===== src/rtl/sgf_pkg.sv =====
package sgf_pkg;

    typedef enum logic [1:0] {
        FM_BYPASS = 2'b00,
        FM_RSVD   = 2'b01,
        FM_NARROW = 2'b10,
        FM_WIDE   = 2'b11
    } filt_mode_e;

    typedef enum logic [1:0] {
        SRC_TWI     = 2'b00,
        SRC_SPI_MST = 2'b01,
        SRC_SPI_SLV = 2'b10
    } data_src_e;

    typedef struct packed {
        filt_mode_e mode;
        logic       cpol;
        logic       twi;
        data_src_e  src;
    } cfg_t;

    localparam int N_LANES     = 2;
    localparam int LANE_CLK    = 0;
    localparam int LANE_DAT    = 1;
    localparam int SYNC_STAGES = 2;

    function automatic int unsigned ceil_div(input int unsigned num, input int unsigned den);
        return (num + den - 1) / den;
    endfunction

    function automatic data_src_e pick_src(input logic twi, input logic master);
        if (twi)    return SRC_TWI;
        if (master) return SRC_SPI_MST;
        return SRC_SPI_SLV;
    endfunction

    function automatic logic is_filtering(input filt_mode_e m);
        return m[1];
    endfunction

endpackage


===== src/rtl/sgf_sync.sv =====
module sgf_sync #(
    parameter int STAGES = 2
) (
    input  logic clk,
    input  logic rst,
    input  logic d_i,
    output logic q_o
);
    logic [STAGES-1:0] chain_q;

    always_ff @(posedge clk) begin
        if (rst) chain_q <= '0;
        else     chain_q <= {chain_q[STAGES-2:0], d_i};
    end

    assign q_o = chain_q[STAGES-1];
endmodule


===== src/rtl/sgf_spike_filter.sv =====
module sgf_spike_filter
    import sgf_pkg::*;
#(
    parameter int TOL_W = 5
) (
    input  logic             clk,
    input  logic             rst,
    input  logic             pin_i,
    input  logic [TOL_W-1:0] tol_i,
    input  logic             reload_i,
    output logic             out_o
);
    logic             sync_lvl;
    logic             out_q;
    logic [TOL_W-1:0] cnt_q;

    sgf_sync #(.STAGES(SYNC_STAGES)) u_sync (
        .clk (clk),
        .rst (rst),
        .d_i (pin_i),
        .q_o (sync_lvl)
    );

    always_ff @(posedge clk) begin
        if (rst) begin
            out_q <= 1'b0;
            cnt_q <= '0;
        end else if (reload_i) begin
            out_q <= sync_lvl;
            cnt_q <= '0;
        end else if (sync_lvl == out_q) begin
            cnt_q <= '0;
        end else if (cnt_q >= tol_i) begin
            out_q <= sync_lvl;
            cnt_q <= '0;
        end else begin
            cnt_q <= cnt_q + 1'b1;
        end
    end

    assign out_o = out_q;

    // the output only ever moves to a level the synchronizer presented
    assert_out_src_R9: assert property (@(posedge clk) disable iff (rst)
        (out_q != $past(out_q)) |-> (out_q == $past(sync_lvl)));

    // the run counter never passes the window
    assert_cnt_cap_R3: assert property (@(posedge clk) disable iff (rst)
        cnt_q <= tol_i);

    // with a zero window the output tracks the synchronizer one edge later
    assert_bypass_follow_R1: assert property (@(posedge clk) disable iff (rst)
        ($past(tol_i) == '0) |-> (out_q == $past(sync_lvl)));

endmodule


===== src/rtl/sgf_settle_monitor.sv =====
module sgf_settle_monitor #(
    parameter int TOL_W       = 5,
    parameter int SET_W       = 8,
    parameter int SETTLE_MULT = 10
) (
    input  logic             clk,
    input  logic             rst,
    input  logic             qualify_i,
    input  logic [TOL_W-1:0] tol_i,
    output logic             settled_o
);
    logic             settled_q;
    logic [SET_W-1:0] cnt_q;
    logic [SET_W-1:0] target;

    always_comb target = SET_W'(SETTLE_MULT * int'(tol_i));

    always_ff @(posedge clk) begin
        if (rst) begin
            settled_q <= 1'b1;
            cnt_q     <= '0;
        end else if (qualify_i) begin
            settled_q <= 1'b0;
            cnt_q     <= '0;
        end else if (tol_i == '0) begin
            settled_q <= 1'b1;
            cnt_q     <= '0;
        end else if (!settled_q) begin
            if (cnt_q == target - 1'b1) begin
                settled_q <= 1'b1;
                cnt_q     <= '0;
            end else begin
                cnt_q <= cnt_q + 1'b1;
            end
        end
    end

    assign settled_o = settled_q;

    // the flag only drops because of a qualifying change
    assert_fall_cause_R7: assert property (@(posedge clk) disable iff (rst)
        $fell(settled_q) |-> $past(qualify_i));

    // with no filtering selected the flag is high
    assert_bypass_high_R1: assert property (@(posedge clk) disable iff (rst)
        ($past(tol_i) == '0) |-> settled_q);

    // a filtered-mode rise only happens at the end of the full window
    assert_rise_window_R7: assert property (@(posedge clk) disable iff (rst)
        ($rose(settled_q) && ($past(tol_i) != '0)) |-> ($past(cnt_q) == $past(target) - 1'b1));

endmodule


===== src/rtl/serial_glitch_filter.sv =====
module serial_glitch_filter
    import sgf_pkg::*;
#(
    parameter int unsigned CLK_PERIOD_NS = 5,
    parameter int unsigned NARROW_NS     = 50,
    parameter int unsigned WIDE_NS       = 100,
    parameter int unsigned SETTLE_MULT   = 10
) (
    input  logic       clk,
    input  logic       rst,
    input  logic       soft_rst_i,
    input  logic [1:0] mode_i,
    input  logic       cpol_i,
    input  logic       twi_mode_i,
    input  logic       spi_master_i,
    input  logic       scl_pin_i,
    input  logic       sda_pin_i,
    input  logic       miso_pin_i,
    input  logic       mosi_pin_i,
    output logic       clk_filt_o,
    output logic       data_filt_o,
    output logic       settled_o
);
    localparam int unsigned NARROW_CYC = ceil_div(NARROW_NS, CLK_PERIOD_NS);
    localparam int unsigned WIDE_CYC   = ceil_div(WIDE_NS, CLK_PERIOD_NS);
    localparam int unsigned MAX_CYC    = (WIDE_CYC > NARROW_CYC) ? WIDE_CYC : NARROW_CYC;
    localparam int          TOL_W      = $clog2(MAX_CYC + 1);
    localparam int          SET_W      = $clog2(SETTLE_MULT * MAX_CYC + 1);
    localparam cfg_t        RST_CFG    = '{mode: FM_BYPASS, cpol: 1'b0, twi: 1'b0, src: SRC_SPI_SLV};

    function automatic logic [TOL_W-1:0] tol_for(input filt_mode_e m);
        case (m)
            FM_NARROW: return TOL_W'(NARROW_CYC);
            FM_WIDE:   return TOL_W'(WIDE_CYC);
            default:   return '0;
        endcase
    endfunction

    cfg_t             cfg_q, cfg_nx;
    logic             mode_chg, bus_chg, qualify;
    logic [TOL_W-1:0] tol_q, tol_nx;
    logic             data_pin;
    logic [N_LANES-1:0] lane_pin, lane_out;

    always_comb begin
        cfg_nx.mode = soft_rst_i ? FM_BYPASS : filt_mode_e'(mode_i);
        cfg_nx.cpol = cpol_i;
        cfg_nx.twi  = twi_mode_i;
        cfg_nx.src  = pick_src(twi_mode_i, spi_master_i);
    end

    always_ff @(posedge clk) begin
        if (rst) cfg_q <= RST_CFG;
        else     cfg_q <= cfg_nx;
    end

    always_comb begin
        mode_chg = (cfg_nx.mode != cfg_q.mode);
        bus_chg  = (cfg_nx.cpol != cfg_q.cpol) || (cfg_nx.twi != cfg_q.twi);
        qualify  = is_filtering(cfg_nx.mode) && (mode_chg || bus_chg);
        tol_q    = tol_for(cfg_q.mode);
        tol_nx   = tol_for(cfg_nx.mode);
    end

    always_comb begin
        case (cfg_q.src)
            SRC_TWI:     data_pin = sda_pin_i;
            SRC_SPI_MST: data_pin = miso_pin_i;
            default:     data_pin = mosi_pin_i;
        endcase
    end

    assign lane_pin[LANE_CLK] = scl_pin_i;
    assign lane_pin[LANE_DAT] = data_pin;

    for (genvar g = 0; g < N_LANES; g++) begin : g_lane
        sgf_spike_filter #(.TOL_W(TOL_W)) u_filt (
            .clk      (clk),
            .rst      (rst),
            .pin_i    (lane_pin[g]),
            .tol_i    (tol_q),
            .reload_i (mode_chg),
            .out_o    (lane_out[g])
        );
    end

    sgf_settle_monitor #(
        .TOL_W       (TOL_W),
        .SET_W       (SET_W),
        .SETTLE_MULT (SETTLE_MULT)
    ) u_settle (
        .clk       (clk),
        .rst       (rst),
        .qualify_i (qualify),
        .tol_i     (tol_nx),
        .settled_o (settled_o)
    );

    assign clk_filt_o  = lane_out[LANE_CLK];
    assign data_filt_o = lane_out[LANE_DAT];

    // a software reset leaves the mode register in bypass
    assert_soft_clear_R6: assert property (@(posedge clk) disable iff (rst)
        $past(soft_rst_i) |-> (cfg_q.mode == FM_BYPASS));

    // the reserved code never selects a window
    assert_rsvd_bypass_R2: assert property (@(posedge clk) disable iff (rst)
        (cfg_q.mode == FM_RSVD) |-> (tol_q == '0));

endmodule


===== config.mk =====
export PLATFORM = sky130hd
export DESIGN_NAME = serial_glitch_filter
export DESIGN_NICKNAME = d
export VERILOG_FILES = /design/src/rtl/sgf_pkg.sv /design/src/rtl/sgf_sync.sv /design/src/rtl/sgf_spike_filter.sv /design/src/rtl/sgf_settle_monitor.sv /design/src/rtl/serial_glitch_filter.sv
export SDC_FILE = /design/constraint.sdc
export NUM_CORES = 1
export LEC_CHECK = 0
export BUFFER_PORTS_ARGS = -buffer_cell sky130_fd_sc_hd__buf_2
export CAP_MARGIN = 15
export CORE_MARGIN = 4
export CORE_UTILIZATION = 28
export DETAILED_ROUTE_END_ITERATION = 7
export GPL_ROUTABILITY_DRIVEN = 1
export HOLD_SLACK_MARGIN = 0.15
export PLACE_DENSITY = 0.45
export SLEW_MARGIN = 20
export SYNTH_ARGS = -nofsm -noshare
export SYNTH_HDL_FRONTEND = slang
export SYNTH_SLANG_ARGS = --single-unit

===== constraint.sdc =====
create_clock -name clk -period 2.3 [get_ports clk]
set_input_delay 0.23 -clock clk [delete_from_list [all_inputs] [get_ports clk]]
set_output_delay 0.23 -clock clk [all_outputs]
set_load 0.02 [all_outputs]

### Yosys cells after proc, flatten, opt, wreduce, memory -nomap -nowiden

Cells that the tools add are included.

* $add $sub $neg: 4
* multipliers: 1
* order comparisons: 2
* equality and inequality tests: 13
* multiplexer cells: 22
* reductions and logical operators: 12

Operators by type and width (count)
* one-hot mux 5 bit (2 select lines): 2
* 2-to-1 mux 1 bit: 13
* adder 5 x 1 -> 5 bit (second input constant): 2
* >= comparator 5 bit: 2
* 2-to-1 mux 2 bit: 5
* adder 8 x 1 -> 8 bit (second input constant): 1
* equality test 2 bit (second input constant): 4
* equality test 8 bit: 1
* 2-to-1 mux 8 bit: 1
* OR reduction 4 bit: 2
* subtractor 8 x 1 -> 8 bit (second input constant): 1
* multiplier 3 x 5 -> 7 bit (first input constant): 1
* zero test 5 bit: 1
* AND reduction 2 bit: 2
* nonzero test 2 bit: 2
* OR reduction 3 bit: 1
* equality test 1 bit: 2
* equality test 2 x 1 -> 1 bit (second input constant): 1
* zero test 2 bit: 1
* logical OR 1 bit: 2
* != test 1 bit: 2
* != test 2 x 1 -> 1 bit (second input constant): 1
* != test 2 bit: 1
* != test 2 bit (second input constant): 1
* other kinds (2): 2

* bits in registers: 31
* logic and storage cells: 66

### Logic depth before layout (Yosys ltp)

Gate-level depths: netlist of the first run.

* word-level depth: 10
* gate-level depth with buffers: 8

### Cells and area by module

From an unflattened synthesis of the first run, not the netlist that was laid out.

* cells, all modules: 199
* area total of the unflattened synthesis: 1841.8 µm²

By module, submodules not included
* sgf_settle_monitor: times used 1, cells each 79, area an instance 740.7 µm², sequential area each 180.2 µm²
* sgf_spike_filter: times used 2, cells each 40, area an instance 352.8 µm², sequential area each 120.1 µm²
* serial_glitch_filter: times used 1, cells each 32, area an instance 290.3 µm², sequential area each 120.1 µm²
* sgf_sync: times used 2, cells each 4, area an instance 52.6 µm², sequential area each 40.0 µm²

### Worst setup path after synthesis of the first run

Ideal clock, no wire load.

* kind: flip-flop to flip-flop
* start: register cfg_q[4] (netlist bit)
* end: register g_lane[1].u_filt.cnt_q[2]
* setup time: 0.064 ns
* arrival: 1.830 ns
* data required time: 2.236 ns
* slack: 0.406 ns
* stages on the path, launching flop included: 9
* buffers on the path: 0
* period minus slack after synthesis: 1.894 ns
* cell sequence: dfxtp_1 > nand2b_1 > inv_1 > ha_1 > nor2b_1 > o21ai_0 > a22oi_1 > or4_4 > nor2_1

* word-level cells in the longest chain between the ends: 4
* elaborated cells on any way between the ends: 6

Ends and longest elaborated chain
* start: declaration: line serial_glitch_filter.sv:39 `cfg_t cfg_q, cfg_nx;`
* start signal: assignment: line serial_glitch_filter.sv:54 `else cfg_q <= cfg_nx;`
* equality test 2 bit: line serial_glitch_filter.sv:32 `case (m)`
* one-hot mux 5 bit (2 select lines): line serial_glitch_filter.sv:32
* >= comparator 5 bit: line sgf_spike_filter.sv:33 `end else if (cnt_q >= tol_i) begin`
* OR reduction 4 bit (no line) *
* end signal: assignment: line sgf_spike_filter.sv:37 `cnt_q <= cnt_q + 1'b1;`
* end: declaration: line sgf_spike_filter.sv:15 `logic [TOL_W-1:0] cnt_q;`

Mark *: on every way between the ends. The rest lies on a longest branch, timed or not.
A chain may end at the register's enable or synchronous reset.

### Final worst setup path of the first run

* start: register cfg_q[4] (netlist bit)
* end: register g_lane[1].u_filt.cnt_q[3]

Same word-level chain as after synthesis.

==> results of run 1 <==
==> metrics by stage <==
stage               hold slack, ns  power, uW
detailed placement          0.4290      632.1
finish                      0.1635       1087
global route                0.1613       1149
floorplan                   0.3016      606.6
global placement            0.4177      631.3
CTS                         0.1594       1109
==> routing by layer <==
| metal | global-route usage [%] | up-vias |
|---|---|---|
| li1 | - | 587 |
| met4 | 5.670 | 0 |
| met2 | 16.78 | 11 |
| met3 | 3.725 | 8 |
| met5 | 0 | - |
| met1 | 11.20 | 492 |
==> layout make-up <==
cell class / instances / area (sq um) / share of cell area, %
Multi-Input combinational cell: 117 / 775.7 / 45.69
Sequential cell: 31 / 620.6 / 36.55
Clock buffer: 8 / 100.1 / 5.895
Tap cell: 67 / 83.83 / 4.937
Timing Repair Buffer: 15 / 80.08 / 4.716
Inverter: 10 / 37.54 / 2.211
==> worst max-delay path: cells and delay by family, from the launching register on <==
| family | cells | cell delay (ns) |
|---|---|---|
| flops | 1 | 0.40 |
| simple gates | 4 | 0.97 |
| compound gates | 2 | 0.28 |
| buf+inv | 1 | 0.09 |
| fa+ha+maj | 1 | 0.27 |
==> report_power, final <==
part / switching (uW) / internal (uW)
clock: 194 / 273
combinational: 35.1 / 30.1
sequential: 7.07 / 548
total: 236 / 851
==> synth_stat cells (2+ instances only) <==
master	n	area share [%]
or3_1	2	0.87
or4_4	2	1.6
a211oi_1	2	1.0
dfxtp_1	31	43
xor2_1	9	5.5
nor2b_1	9	3.9
o21ai_0	5	1.7
nand2b_1	3	1.3
xnor2_1	7	4.3
a22oi_1	2	1.0
or3b_1	2	1.2
nor2_1	25	6.5
a21oi_1	7	2.4
nor3_1	2	0.70
ha_1	9	7.8
nand3_1	6	2.1
o211ai_1	2	1.0
nand2_1	8	2.1
inv_1	10	2.6
==> final timing paths <==
kind / startpoint / to / slack (ns) / depth (start not counted)
setup / recovery: cfg_q[4] / g_lane[1].u_filt.cnt_q[3] / 0.22 / 8
hold reg to reg: g_lane[1].u_filt.u_sync.chain_q[0] / g_lane[1].u_filt.u_sync.chain_q[1] / 0.44 / 1
setup reg to reg: cfg_q[4] / g_lane[1].u_filt.cnt_q[3] / 0.22 / 8
hold / removal: twi_mode_i / cfg_q[0] / 0.16 / 2
==> sequential cells by signal, indices dropped and copies added (netlist names) <==
signal,cells
cfg_q,6
g_lane.u_filt.out_o,2
g_lane.u_filt.cnt_q,10
g_lane.u_filt.u_sync.chain_q,4
u_settle.settled_o,1
u_settle.cnt_q,8
==> placed cells by master (no fill, tap or decap), drive strengths merged, types with 2 or more instances in the layout <==
master   n
nor3     2
nor2    25
buf     14
xor2     9
clkbuf   8
or4      2
a21oi    7
dfxtp   31
a211oi   2
o21ai    6
xnor2    7
nand2    8
nand2b   3
nor2b    9
or3      2
or3b     2
nand3    6
inv     10
a22oi    2
o211ai   2
nor4b    2
ha       9
==> cell families after synthesis <==
logic type | after synthesis | synth area share (%)
AOI/OAI and AO/OA | 26 | 11.92
adders and majority gates | 9 | 7.833
muxes | 1 | 0.6963
buffers and inverters | 11 | 2.872
and+or+nand+nor | 65 | 23.76
xor gates and xnor gates | 16 | 9.748
DFF | 31 | 43.17
==> results.json, run 1 <==
{
  "status": "complete, no violations",
  "wl_met2_um": 1311,
  "diodes": 0,
  "async_flop_share_pct": 0,
  "cts_buffer_depth": 2,
  "critical_path_class": "register to register",
  "met1_length_um": 1247,
  "fin_worst_skew_ns": 0.001543,
  "clk-insertion-delay-late_ns": 0.28,
  "crit_path_end_kind": "register",
  "finalSetupViolations": 0,
  "path_cells": "nand2b_1 -> inv_1 -> ha_1 -> nor2b_1 -> o21ai_0 -> a22oi_1 -> or4_4 -> nor2_1",
  "fin_nets": 201,
  "clock.fmax_ghz": 0.4798,
  "first_pass_iters": 4,
  "finalWorstSetupSlack_ns": 0.2159,
  "ctsHoldBuffers": 1,
  "top_layer": "met4",
  "place.gp.congestion": 0.8000,
  "dieArea_sq_um": 6345,
  "syn_avg_cell_area_sq_um": 9.042,
  "hold_viol": 0,
  "leakagePower_uw": 0.0006141,
  "fin_util_pct": 35.02,
  "die_width_um": 79.66,
  "critPathMaxStageDelay_ns": 0.53,
  "hp-class": "primary input to register",
  "grt_overflow": 0,
  "rsz0062_at_grt": "no",
  "cts_htree_levels": 2,
  "maxCapViolCount": 0,
  "placed_area_sq_um": 1588,
  "cts_resized": 0,
  "grt_max_degree": 15,
  "core.rowCount": 25,
  "synth_edf_count": 0,
  "dp_cells": 239,
  "period_needed_ns": 2.084,
  "io_pins": 15,
  "crit_slowest_cell": "or4_4",
  "portBuffers": 14,
  "clk_pin_slew_ns": 0.06,
  "die_h_um": 79.66,
  "wl_met3_um": 92,
  "synth-main-ff-cell": "dfxtp_1",
  "design.core.area_sq_um": 4848,
  "min_period_over_period_pct": 90.61,
  "cts.sinks": 31,
  "ys_types": 35,
  "cts-root-buf": "clkbuf_8",
  "hpwl_um": 2105,
  "max-slew-margin-rel_pct": 68.58,
  "stdcell_area_sq_um": 1698,
  "setup_tns_ns": 0,
  "grt_usage_pct": 10.16,
  "p_per_area_nw_per_um2": 639.9,
  "ys_ff_latch": 31,
  "nFillCells": 513,
  "dr_total_vias": 1098,
  "drc_errors": 0,
  "cp.arrival_ns": 2.30,
  "instances_no_fill": 248,
  "irDropWorstVdd_mv": 0.2699,
  "synth_seq_area_share_pct": 43.17,
  "dp_slack_ns": 0.1981,
  "cts_buffers": 5,
  "syn_area_sq_um": 1438,
  "drive_above_1_share_pct": 13.81,
  "synth_warnings": 0,
  "start_util_pct": 29.65,
  "drv_slew": 0,
  "final_antenna_net_count": 0,
  "grt_pass1_wl_um": 4988,
  "grt_pass1_vias": 1152,
  "critical_path.max_fanout": 5,
  "cts_tree": "built",
  "areaGrowthSynthToFinish_pct": 18.10,
  "viasPerCell": 4.427,
  "antenna_found_initial": 0,
  "tightest_slew_ns": 0.4693,
  "critPathRequiredTime_ns": 2.52,
  "worstSetupStartpointType": "register",
  "post_cts_buffers": 0,
  "synth_fp_nets": 180,
  "drt_iter0_drc": 59,
  "wire_per_inst_um": 10.99,
  "netlist_instances": 159,
  "wirelength_um": 2725
}
(Power assumes the default switching activity.)
==> run 2, diff against run 1 <==
--- a/config.mk
+++ b/config.mk
@@ -13,6 +13,7 @@
 export GPL_ROUTABILITY_DRIVEN = 1
 export HOLD_SLACK_MARGIN = 0.15
 export PLACE_DENSITY = 0.45
+export SETUP_SLACK_MARGIN = 0.3
 export SLEW_MARGIN = 20
 export SYNTH_ARGS = -nofsm -noshare
 export SYNTH_HDL_FRONTEND = slang
==> run 2 against run 1 <==
  * Critical path depth stayed put
  * Clock power hardly changed
  * Largest power group unchanged
  * Sequential share of layout area hardly changed
  * First-iteration DRC count is 1.7% lower
==> results.json, run 2 (same netlist as run 1, synthesis figures left out) <==
{
  "drv_slew": 0,
  "clock.fmax_ghz": 0.5322,
  "reg2reg_slack_ns": 0.42,
  "drc_errors": 0,
  "seqCellArea_sq_um": 625.6,
  "status": "complete, no violations",
  "post_cts_buffers": 0,
  "antenna_found_initial": 0,
  "diodes": 0,
  "leakagePower_uw": 0.0006175,
  "portBuffers": 14,
  "cts_buffers": 5,
  "layout_commonest_cell": "dfxtp_1",
  "grt_overflow": 0,
  "finalSetupViolations": 0,
  "critPathRequiredTime_ns": 2.52,
  "die_width_um": 79.66,
  "fin_nets": 201,
  "rr_worst_depth": 8,
  "first_pass_iters": 4,
  "grt_pass1_vias": 1152,
  "maxCapViolCount": 0,
  "dp_slack_ns": 0.1981,
  "drt_iter0_drc": 58,
  "crit_path_end_kind": "register",
  "grt_max_degree": 15,
  "clk_pin_slew_ns": 0.06,
  "irDropWorstVdd_mv": 0.2692,
  "viasPerCell": 4.444,
  "areaGrowthSynthToFinish_pct": 18.97,
  "hpwl_um": 2105,
  "critical_path_class": "register to register",
  "worstSetupStartpointType": "register",
  "regMostFlops": "g_lane.u_filt.cnt_q",
  "io_pins": 15,
  "rr_endpoint": "g_lane[1].u_filt.cnt_q[3]",
  "cts.sinks": 31,
  "finalWorstSetupSlack_ns": 0.4211,
  "final_cell_mix": "dfxtp_1, nor2_1, buf_2",
  "top_regs": "g_lane.u_filt.cnt_q (10), u_settle.cnt_q (8), cfg_q (6)",
  "cts-root-buf": "clkbuf_8",
  "crit_path_end": "g_lane[1].u_filt.cnt_q[3]",
  "multi_input_area_sq_um": 783.3,
  "max-slew-margin-rel_pct": 68.55,
  "wire_per_inst_um": 11.01,
  "cp.arrival_ns": 2.10,
  "nFillCells": 509,
  "dr_total_vias": 1102,
  "drive_above_1_share_pct": 15.47,
  "clk-insertion-delay-late_ns": 0.28,
  "critical_path.max_fanout": 5,
  "hold_viol": 0,
  "tightest_slew_ns": 0.4696,
  "grt_pass1_wl_um": 4988,
  "rsz0062_at_grt": "no",
  "die_h_um": 79.66,
  "rr_startpoint": "cfg_q[4]",
  "period_needed_ns": 1.879,
  "min_period_over_period_pct": 81.69,
  "p_per_area_nw_per_um2": 636.2,
  "wirelength_um": 2731,
  "hp-class": "primary input to register",
  "cts_tree": "built",
  "cts_buffer_depth": 2,
  "final_antenna_net_count": 0,
  "grt_usage_pct": 10.16,
  "fin_worst_skew_ns": 0.001446,
  "cts_htree_levels": 2,
  "design.core.area_sq_um": 4848,
  "place.gp.congestion": 0.8000,
  "setup_tns_ns": 0,
  "startpoint": "cfg_q[4]",
  "start_util_pct": 29.65,
  "largest_reg_flops": 10,
  "dieArea_sq_um": 6345,
  "core.rowCount": 25
}
run 2: changes by cell type in the layout (fill, tap and decap cells not counted):
cell	previous run	this run
dfxtp_4	0	1
dfxtp_1	31	29
nand2b_1	3	2
nand2b_4	0	1
dfxtp_2	0	1
run 2: how the worst min path moves through the flow:
stage,startpoint,end,cells after the start,slack (ns)
global placement,g_lane[1].u_filt.u_sync.chain_q[0],g_lane[1].u_filt.u_sync.chain_q[1],1,0.42
floorplan,rst,g_lane[0].u_filt.u_sync.chain_q[0],1,0.30
finish,twi_mode_i,cfg_q[0],2,0.16
detailed placement,g_lane[1].u_filt.u_sync.chain_q[0],g_lane[1].u_filt.u_sync.chain_q[1],1,0.43
global route,twi_mode_i,cfg_q[0],2,0.16
CTS,twi_mode_i,cfg_q[0],2,0.16
run 2: area by class of cell:
| class | count | share of cell area, % |
|---|---|---|
| inverter | 10 | 2.195 |
| sequential | 31 | 36.58 |
| clock buffer | 8 | 5.852 |
| tap | 67 | 4.901 |
| multi-input combinational | 117 | 45.79 |
| timing repair buffer | 15 | 4.682 |
run 2: through the flow:
| step | power (uW) | cells | area [sq um] | hold slack (ns) | utilization (%) |
|---|---|---|---|---|---|
| finish | 1088 | 248 | 1710 | 0.1636 | 35.28 |
| global route | 1149 | 248 | 1710 | 0.1613 | 35.28 |
| CTS | 1111 | 248 | 1707 | 0.1594 | 35.20 |
| detailed placement | 632.1 | 239 | 1588 | 0.4290 | 32.75 |
| global placement | 631.3 | 239 | 1588 | 0.4177 | 32.75 |
| floorplan | 606.6 | 159 | 1438 | 0.3016 | - |
run 2: report_power, final:
group / total [uW] / switching, uW / internal (uW)
Combinational: 66.0 / 35.1 / 30.9
Clock: 467 / 194 / 273
Sequential: 555 / 7.54 / 548
Total: 1090 / 237 / 851
run 2: critical path, cell delays in order, from the launching register on:
cell and delay (ns):
dfxtp_4 0.37, nand2b_4 0.14, inv_1 0.06, ha_1 0.26, nor2b_1 0.12, o21ai_0 0.15, a22oi_1 0.13, or4_4 0.47
nor2_1 0.11
run 2: what timing repair did:
item / in CTS / in global routing
pin swaps: 0 / 2
hold endpoints to repair: 1 / 0
gates resized for setup: 2 / 2
hold buffers: 1 / 0
endpoints found under the setup margin: 10 / 10
run 2: layer usage:
layer  global-route usage [%]  wire (um)  vias to the layer above
met2                    16.78       1316                       11
met1                    11.20       1251                      497
met3                    3.725         89                        8
met5                        0          0                        -
li1                         -          -                      586
met4                    5.670         73                        0
